### src/rtl/lrc_pkg.sv
package lrc_pkg;
    typedef enum logic {
        MODE_RUN  = 1'b0,
        MODE_HOLD = 1'b1
    } run_mode_e;
endpackage

### src/rtl/lrc_debounce.sv
module lrc_debounce #(
    parameter int SAMPLE_CYC = 1_000_000
) (
    input  logic clk,
    input  logic rst_n,
    input  logic key_n,
    output logic press
);
    localparam int SW = (SAMPLE_CYC > 2) ? $clog2(SAMPLE_CYC) : 1;

    typedef struct packed {
        logic [1:0]    sync;
        logic [SW-1:0] div;
        logic          smp;
        logic          press;
    } deb_t;

    deb_t q, d;

    always_comb begin
        d          = q;
        d.sync     = {q.sync[0], key_n};
        d.press    = 1'b0;
        if (q.div == SW'(SAMPLE_CYC - 1)) begin
            d.div   = '0;
            d.smp   = q.sync[1];
            d.press = q.smp & ~q.sync[1];
        end else begin
            d.div = q.div + 1'b1;
        end
    end

    always_ff @(posedge clk or negedge rst_n) begin
        if (!rst_n) begin
            q.sync  <= 2'b11;
            q.div   <= '0;
            q.smp   <= 1'b1;
            q.press <= 1'b0;
        end else begin
            q <= d;
        end
    end

    assign press = q.press;

    // a press pulse only follows a sampling instant
    assert_press_on_sample_R7: assert property (@(posedge clk) disable iff (!rst_n)
        q.press |-> $past(q.div) == SW'(SAMPLE_CYC - 1));
endmodule

### src/rtl/lrc_sequencer.sv
module lrc_sequencer #(
    parameter int NUM_LED  = 4,
    parameter int SLOT_CYC = 12_500_000,
    parameter int SHOW_CYC = 100_000_000
) (
    input  logic               clk,
    input  logic               rst_n,
    input  logic               hold,
    output logic [NUM_LED-1:0] led
);
    localparam int PW      = $clog2(NUM_LED + 1);
    localparam int LONGEST = (SLOT_CYC > SHOW_CYC) ? SLOT_CYC : SHOW_CYC;
    localparam int TW      = (LONGEST > 2) ? $clog2(LONGEST) : 1;
    localparam logic [PW-1:0] SHOW_PH = PW'(NUM_LED);
    localparam logic [PW-1:0] LAST_PH = PW'(NUM_LED - 1);
    localparam logic [NUM_LED-1:0] FIRST = {1'b1, {(NUM_LED-1){1'b0}}};

    typedef struct packed {
        logic [PW-1:0]      ph;
        logic [TW-1:0]      tmr;
        logic [NUM_LED-1:0] cnt;
        logic [NUM_LED-1:0] led;
    } seq_t;

    seq_t q, d;
    logic at_end;

    always_comb begin
        d      = q;
        at_end = (q.ph == SHOW_PH) ? (q.tmr == TW'(SHOW_CYC - 1))
                                   : (q.tmr == TW'(SLOT_CYC - 1));
        if (!at_end) begin
            d.tmr = q.tmr + 1'b1;
        end else begin
            d.tmr = '0;
            if (q.ph == SHOW_PH) begin
                d.ph  = '0;
                d.led = FIRST;
            end else if (q.ph == LAST_PH) begin
                if (hold) begin
                    d.ph  = '0;
                    d.led = FIRST;
                end else begin
                    d.cnt = q.cnt + 1'b1;
                    d.ph  = SHOW_PH;
                    d.led = q.cnt + 1'b1;
                end
            end else begin
                d.ph  = q.ph + 1'b1;
                d.led = q.led >> 1;
            end
        end
    end

    always_ff @(posedge clk or negedge rst_n) begin
        if (!rst_n) begin
            q.ph  <= '0;
            q.tmr <= '0;
            q.cnt <= '0;
            q.led <= FIRST;
        end else begin
            q <= d;
        end
    end

    assign led = q.led;

    assert_chase_onehot_R2: assert property (@(posedge clk) disable iff (!rst_n)
        (q.ph != SHOW_PH) |-> $countones(q.led) == 1);

    assert_show_value_R3: assert property (@(posedge clk) disable iff (!rst_n)
        (q.ph == SHOW_PH) |-> q.led == q.cnt);

    assert_count_step_R4: assert property (@(posedge clk) disable iff (!rst_n)
        (q.cnt != $past(q.cnt)) |-> q.cnt == NUM_LED'($past(q.cnt) + 1'b1));

    assert_led_only_at_edge_R5: assert property (@(posedge clk) disable iff (!rst_n)
        (q.tmr != '0) |-> $stable(q.led));

    assert_hold_skips_R6: assert property (@(posedge clk) disable iff (!rst_n)
        (q.ph == LAST_PH && q.tmr == TW'(SLOT_CYC - 1) && hold)
        |=> (q.ph == '0 && $stable(q.cnt)));
endmodule

### src/rtl/led_round_chaser.sv
module led_round_chaser #(
    parameter int NUM_LED    = 4,
    parameter int SLOT_CYC   = 12_500_000,
    parameter int SHOW_CYC   = 100_000_000,
    parameter int SAMPLE_CYC = 1_000_000
) (
    input  logic               clk,
    input  logic               rst_n,
    input  logic               pause_key_n,
    output logic [NUM_LED-1:0] led
);
    import lrc_pkg::*;

    typedef struct packed {
        run_mode_e mode;
    } top_t;

    top_t q, d;
    logic press;

    lrc_debounce #(.SAMPLE_CYC(SAMPLE_CYC)) u_deb (
        .clk   (clk),
        .rst_n (rst_n),
        .key_n (pause_key_n),
        .press (press)
    );

    always_comb begin
        d = q;
        if (press) begin
            d.mode = (q.mode == MODE_RUN) ? MODE_HOLD : MODE_RUN;
        end
    end

    always_ff @(posedge clk or negedge rst_n) begin
        if (!rst_n) begin
            q.mode <= MODE_RUN;
        end else begin
            q <= d;
        end
    end

    lrc_sequencer #(
        .NUM_LED  (NUM_LED),
        .SLOT_CYC (SLOT_CYC),
        .SHOW_CYC (SHOW_CYC)
    ) u_seq (
        .clk   (clk),
        .rst_n (rst_n),
        .hold  (q.mode == MODE_HOLD),
        .led   (led)
    );

    assert_press_toggles_R7: assert property (@(posedge clk) disable iff (!rst_n)
        press |=> q.mode != $past(q.mode));

    assert_mode_steady_R8: assert property (@(posedge clk) disable iff (!rst_n)
        !$past(press) |-> $stable(q.mode));
endmodule

### config.mk
export PLATFORM = sky130hd
export DESIGN_NAME = led_round_chaser
export DESIGN_NICKNAME = d
export VERILOG_FILES = /design/src/rtl/lrc_pkg.sv /design/src/rtl/lrc_debounce.sv /design/src/rtl/lrc_sequencer.sv /design/src/rtl/led_round_chaser.sv
export SDC_FILE = /design/constraint.sdc
export NUM_CORES = 1
export LEC_CHECK = 0
export CORE_MARGIN = 2
export CORE_UTILIZATION = 55
export CTS_CLUSTER_SIZE = 24
export DETAILED_ROUTE_END_ITERATION = 12
export HOLD_SLACK_MARGIN = 0.03
export PLACE_DENSITY = 0.76
export SYNTH_ARGS = -nofsm -noshare
export SYNTH_HDL_FRONTEND = slang
export SYNTH_SLANG_ARGS = --single-unit
### constraint.sdc
create_clock -name clk -period 2.1 [get_ports clk]
set_clock_uncertainty 0.05 [all_clocks]
set_input_delay 0.315 -clock clk [delete_from_list [all_inputs] [get_ports clk]]
set_output_delay 0.315 -clock clk [all_outputs]
set_load 0.05 [all_outputs]
Yosys cells after proc, flatten, opt, wreduce, memory -nomap -nowiden
Index checks and enable logic that the tools add are counted.
W data, S select, Z words.
{"block": "word_totals", "ff_bits": 63, "in_bits": 3, "out_inout_bits": 4, "word_cells": 34}
{"block": "classes", "addsub": 4, "n_eq_ne": 5, "mux": 11, "bitwise": 4, "n_reduce_logical": 1}
{"op": "$add A27 B1 Y27 const B", "count": 1}
{"op": "$eq A27 B24 Y1 const B", "count": 1}
{"op": "$eq A27 B27 Y1 const B", "count": 1}
{"op": "$mux W27", "count": 1}
{"op": "$add A20 B1 Y20 const B", "count": 1}
{"op": "$eq A20 B20 Y1 const B", "count": 1}
{"op": "$mux W20", "count": 1}
{"op": "$mux W4", "count": 3}
{"op": "$mux W3", "count": 3}
{"op": "$add A4 B1 Y4 const B", "count": 1}
{"op": "$reduce_and A4 Y1", "count": 1}
{"op": "$add A3 B1 Y3 const B", "count": 1}
{"op": "$eq A3 B2 Y1 const B", "count": 1}
{"op": "$eq A3 B3 Y1 const B", "count": 1}
{"op": "$mux W1", "count": 3}
{"op": "$not A1 Y1", "count": 3}
{"op": "$and A1 B1 Y1", "count": 1}

Depth between registers and ports, before layout
{"block": "logic_depth", "depth_word": 4, "mapped_depth": 8, "ltp_nobuf": 7}

Hierarchy
Synthesis repeated with hierarchy kept, for this count alone.
{"block": "hier_totals", "hier_cells": 315, "hier_area_um2": 3224.3}
{"mod": "lrc_sequencer", "instances": 1, "cells_per_inst": 211, "area_each_um2": 2094.5, "seq_area_each_um2": 952.2}
{"mod": "lrc_debounce", "instances": 1, "cells_per_inst": 102, "area_each_um2": 1096.1, "seq_area_each_um2": 604.3}
{"mod": "led_round_chaser", "instances": 1, "cells_per_inst": 2, "area_each_um2": 33.8, "seq_area_each_um2": 25.0}

Worst setup path before layout
No wires, ideal clock.
{"block": "synth_path", "path_kind": "flip-flop to flip-flop", "from": "register u_seq.q[35] (netlist name)", "to": "register u_seq.q[5] (netlist name)", "arrival_time_ns": 2.190, "t_required_ns": 1.925, "setup_slack_ns": -0.265, "path_stages_with_launch": 8, "period_less_slack_ns": 2.365, "cell_sequence": "dfrtp_1 -> inv_1 -> ha_1 -> nand2_2 -> or4_4 -> a2111oi_4 -> nand3_4 -> mux2_4"}
{"block": "synth_between", "elab_chain_len": 3, "elab_cells_between_ends": 5, "classes_between": "eq/ne: 2; mux: 1; bitwise: 1; reduce/logical: 1"}
{"element": "start: declaration", "line_no": "lrc_sequencer.sv:25", "rtl": "seq_t q, d;"}
{"element": "$eq A3 B3 Y1", "line_no": "lrc_sequencer.sv:30, lrc_sequencer.sv:36"}
{"element": "$mux W1 or $not A1 Y1 (tied branches)"}
{"element": "$reduce_and A4 Y1 (no line) (*)"}
Mark *: on every way between the ends. The rest lies on a longest branch, timed or not.
A chain may end at the register's enable or synchronous reset.

Final worst setup path
{"block": "layout_path", "from": "register u_seq.q[35] (netlist name)", "to": "register u_seq.q[35] (netlist name)"}
{"block": "layout_between", "elab_chain_len": 3, "elab_cells_between_ends": 6, "classes_between": "add/sub: 1; eq/ne: 2; mux: 3"}
{"element": "$add A3 B1 Y3 or $eq A3 B2 Y1 (tied branches)", "line_no": "lrc_sequencer.sv:49, lrc_sequencer.sv:39"}
{"element": "$mux W3", "line_no": "lrc_sequencer.sv:39", "rtl": "end else if (q.ph == LAST_PH) begin"}
{"element": "$mux W3", "line_no": "lrc_sequencer.sv:36", "rtl": "if (q.ph == SHOW_PH) begin"}
Parallel ways exist; a longest one is shown, timed or not.

==> out/results.txt <==
The final layout contains routed wiring with a total length of 6.14 mm. Entering global routing, the biggest net connects 34 pins. In this run the cell area measured after placement is 3430 um2. The flip-flop cell with the highest count after synthesis was sky130_fd_sc_hd__dfrtp_1.

The count of buffers added on input and output ports is 6. In this run the static leakage power is 1.70 nW. Setup violations remaining at the end of the flow were counted as 7. The number of antenna violations at the first check in global routing was 0.

In this run the tightest slew margin relative to its limit is 62.3%. The category of the critical setup timing path was flip-flop to flip-flop. The run gives 10.9 mm as the wire length of the first global-routing pass.

In the final routed layout, each cell accounts on average for 14.6 um. Setup repair after global routing could not meet its margin everywhere. 0 antenna diodes ended up in the layout. The tools report the setup TNS as -0.341 ns.

After clock tree synthesis, the clock-pin slew on the worst setup and hold paths is 0.07 ns. The mapped netlist covers 3130 um2. The number of flops mapped to enable cells by yosys is 0. Total count of max-transition violations in the final report: 0.

Via count of the first global-routing pass: 2,384. The number of filler cells placed in the layout was 400; the final non-filler cell area was 3740 um2. Number of hold violations in the final report: 0.

The checks that failed: negative setup slack. The most critical setup path has its startpoint at u_seq.q[35]$_DFFE_PN0N_. Clock tree synthesis found a total of 63 sinks. TritonCTS built the clock tree.

The worst register-to-register path begins at u_seq.q[35]$_DFFE_PN0N_. The tools report the total I/O pin count as 7. The run finished, with violations left.

By instance count, the leading cell after synthesis is sky130_fd_sc_hd__dfrtp_1. The number of vias in the routed layout is 2,368, and the highest ir drop seen on vdd is 459 uV. The synthesized netlist contains 43 unique library cells. STA puts the critical path data required time at 2.30 ns.

The largest total area in the synthesized netlist belongs to sky130_fd_sc_hd__dfrtp_1. The tools report the total power as 2.51 mW. The number of clock buffers inserted by TritonCTS came out at 9. The chip height came out at 79.4 um. The worst min-delay path class is flip-flop to flip-flop.

The time the worst path needs with I/O delays and setup works out to 2.18 ns. The area added between synthesis and finish works out to 19.6%. The floorplan core area came out at 5510 um2.

Number of rows created at floorplan: 27. The floorplan step defined a die boundary enclosing 6310 um2. The logs give 0 for the DRC violation count after routing and 50.4% for the clock power share. The final critical-path share of the clock period is 104%, and the maximum fanout along the worst path is 4. The synthesized design contains 63 register bits. CTS placed an instance of sky130_fd_sc_hd__clkbuf_8 at the clock tree root. After synthesis, the most frequently instantiated cells are 59 x sky130_fd_sc_hd__dfrtp_1, 40 x sky130_fd_sc_hd__nor2_1, 29 x sky130_fd_sc_hd__xor2_1. The routability-driven placement congestion ratio is 0.825. In this run the power density over the cells is 671 nW/um2. The worst setup path is captured at a flip-flop.

The average footprint of a synthesized cell was 10.3 um2; the highest clock rate was 458 MHz. Data on the critical path arrives at its endpoint at 2.38 ns. From left edge to right edge, the die measures 79.4 um. The HPWL after detailed placement was 4.15 mm; the part of the total power dissipated in sequential elements was 48.5%. The first detailed-routing pass ran for 4 iterations. Of the total power, combinational logic draws 1.2%. The routed via count divided by cell count works out to 5.65.

At the pin with the least slew margin, the transition time is 0.561 ns. The number of nets in the synthesized netlist is 312, and the count of nets after finishing is 350. Global routing used 22.6% of the available tracks across all layers.

The total overflow left after global routing is 0. For this run, asynchronously set or reset flops after synthesis account for 100%. The deepest level of the CTS H-tree came out at 3. STA classifies the critical path startpoint as a flip-flop. The run gives 497 uW as the total net switching power.

For the buffer depth of the longest clock path, the log shows 2. The fraction of power spent switching nets is 19.8%, and the layout cell share with drive strength beyond 1 is 18.4%. The logs give 0 for the number of warnings issued by yosys and 0 for the max-cap check violation count. For the clock latency on the worst-skew pair, the log shows 0.33 ns. After the first detailed-routing iteration, the DRC count stood at 114. Synthesis handed over a netlist of 304 instances.

For the internal power consumption, the log shows 2.01 mW. The share of the yosys chip area belonging to registers is 50.5%, and the setup slack of the critical path after layout is -0.0847 ns. Startpoint of the most critical hold path: u_deb.d[23]$_DFF_PN1_.

Of the post-synthesis cell area, the dominant cell type holds 47.2%. The run gives 56.9% as the initial core utilization. In the post-synthesis netlist, the biggest area contributors are sky130_fd_sc_hd__dfrtp_1 47%, sky130_fd_sc_hd__xor2_1 8.1%, sky130_fd_sc_hd__nor2_1 4.8%. The count of nets left with antenna violations once routing finished came out at 0.
[cell type report]
class / count / area (um2) / share of cell area, %
multi-input combinational: 225 / 1500 / 40.1
clock buffer: 9 / 124 / 3.31
tap: 72 / 90.1 / 2.41
timing repair buffer: 35 / 294 / 7.85
inverter: 8 / 30.0 / 0.802
sequential: 63 / 1580 / 42.2
clock inverter: 7 / 121 / 3.24
[state kept, by name, indices dropped and copies added, names as in the netlist]
register     cells
u_deb.q         22
q                1
u_deb.d          1
u_deb.press      1
u_seq.led        4
u_seq.q         34
[power groups by stage]
stage	Clock, mW	Sequential [mW]	Combinational [mW]
floorplan	0	1.24	0.000203
global placement	0	1.24	0.0297
detailed placement	0	1.24	0.0302
CTS	1.30	1.22	0.0313
global route	1.36	1.22	0.0352
finish	1.27	1.22	0.0292
[worst paths after layout]
path / cells after the start / end / slack (ns)
max: 8 / u_seq.q[35]$_DFFE_PN0N_ / -0.08
min: 0 / u_deb.q[23]$_DFF_PN1_ / 0.31
max reg2reg: 8 / u_seq.q[35]$_DFFE_PN0N_ / -0.08
min reg2reg: 0 / u_deb.q[23]$_DFF_PN1_ / 0.31
max in group asynchronous: 3 / u_deb.q[23]$_DFF_PN1_ / 1.17
min in group asynchronous: 3 / u_seq.q[26]$_DFF_PN0_ / 0.47
[cells by family after synthesis]
logic type                 synth area share, %
xor gates and xnor gates                  12.9
buffers and inverters                     2.48
adders and majority gates                 2.00
AOI/OAI and AO/OA                         4.84
and+or+nand+nor                           24.8
muxes                                     2.52
DFF                                       50.5
[critical path, cell delays in order (launching register included)]
cell and delay, ns:
sky130_fd_sc_hd__dfrtp_1 0.40, sky130_fd_sc_hd__inv_2 0.08, sky130_fd_sc_hd__ha_4 0.15, sky130_fd_sc_hd__nand2_4 0.05, sky130_fd_sc_hd__or4_4 0.45, sky130_fd_sc_hd__buf_4 0.16, sky130_fd_sc_hd__a211oi_4 0.36, sky130_fd_sc_hd__buf_6 0.18
sky130_fd_sc_hd__mux2i_1 0.22
[what timing repair did]
| action | CTS | global route |
|---|---|---|
| pin swaps | 3 | 0 |
| endpoints found under the setup margin | 28 | 33 |
| resized for setup | 5 | 3 |
| hold endpoints to repair | 59 | 0 |
| hold buffers | 1 | 0 |
| setup buffers | 2 | 2 |
[placed cells by master (no fill, tap or decap), types with 3 or more instances in the layout]
cell type                         count
sky130_fd_sc_hd__clkinv_4             3
sky130_fd_sc_hd__mux2_4               3
sky130_fd_sc_hd__xor2_1              29
sky130_fd_sc_hd__nand2_1             22
sky130_fd_sc_hd__buf_4               26
sky130_fd_sc_hd__clkbuf_8             9
sky130_fd_sc_hd__and3_1               8
sky130_fd_sc_hd__dfstp_2              4
sky130_fd_sc_hd__bufinv_16            3
sky130_fd_sc_hd__mux2i_1              3
sky130_fd_sc_hd__nor2_1              40
sky130_fd_sc_hd__dfrtp_1             59
sky130_fd_sc_hd__nor3_1              11
sky130_fd_sc_hd__ha_1                 4
sky130_fd_sc_hd__nand3_1             25
sky130_fd_sc_hd__nor4_1               3
sky130_fd_sc_hd__inv_1                6
sky130_fd_sc_hd__nand4_1             16
sky130_fd_sc_hd__o21ai_0              6
sky130_fd_sc_hd__xnor2_1             17
sky130_fd_sc_hd__clkdlybuf4s50_1      4
sky130_fd_sc_hd__and4_1               3
[metrics by stage]
stage | utilization, % | instances | setup WS, ns | hold slack (ns)
3_5_place_dp | 62.2 | 398 | -0.0901 | 0.297
2_1_floorplan | - | 304 | -0.139 | -0.0306
5_1_grt | 68.0 | 419 | -0.169 | 0.300
6_report | 68.0 | 419 | -0.0847 | 0.308
4_1_cts | 67.5 | 417 | -0.0356 | 0.307
3_3_place_gp | 62.2 | 398 | -0.0476 | 0.297
[metal layers]
metal	part of all wire [%]	wire, um	global-route usage (%)	vias up
met5	0	0	0	-
met4	2.1	126	9.14	0
met3	4.1	254	6.22	14
met2	48	2950	34.8	55
met1	46	2800	30.2	1161
li1	-	-	-	1138
(Power assumes the default switching activity.)
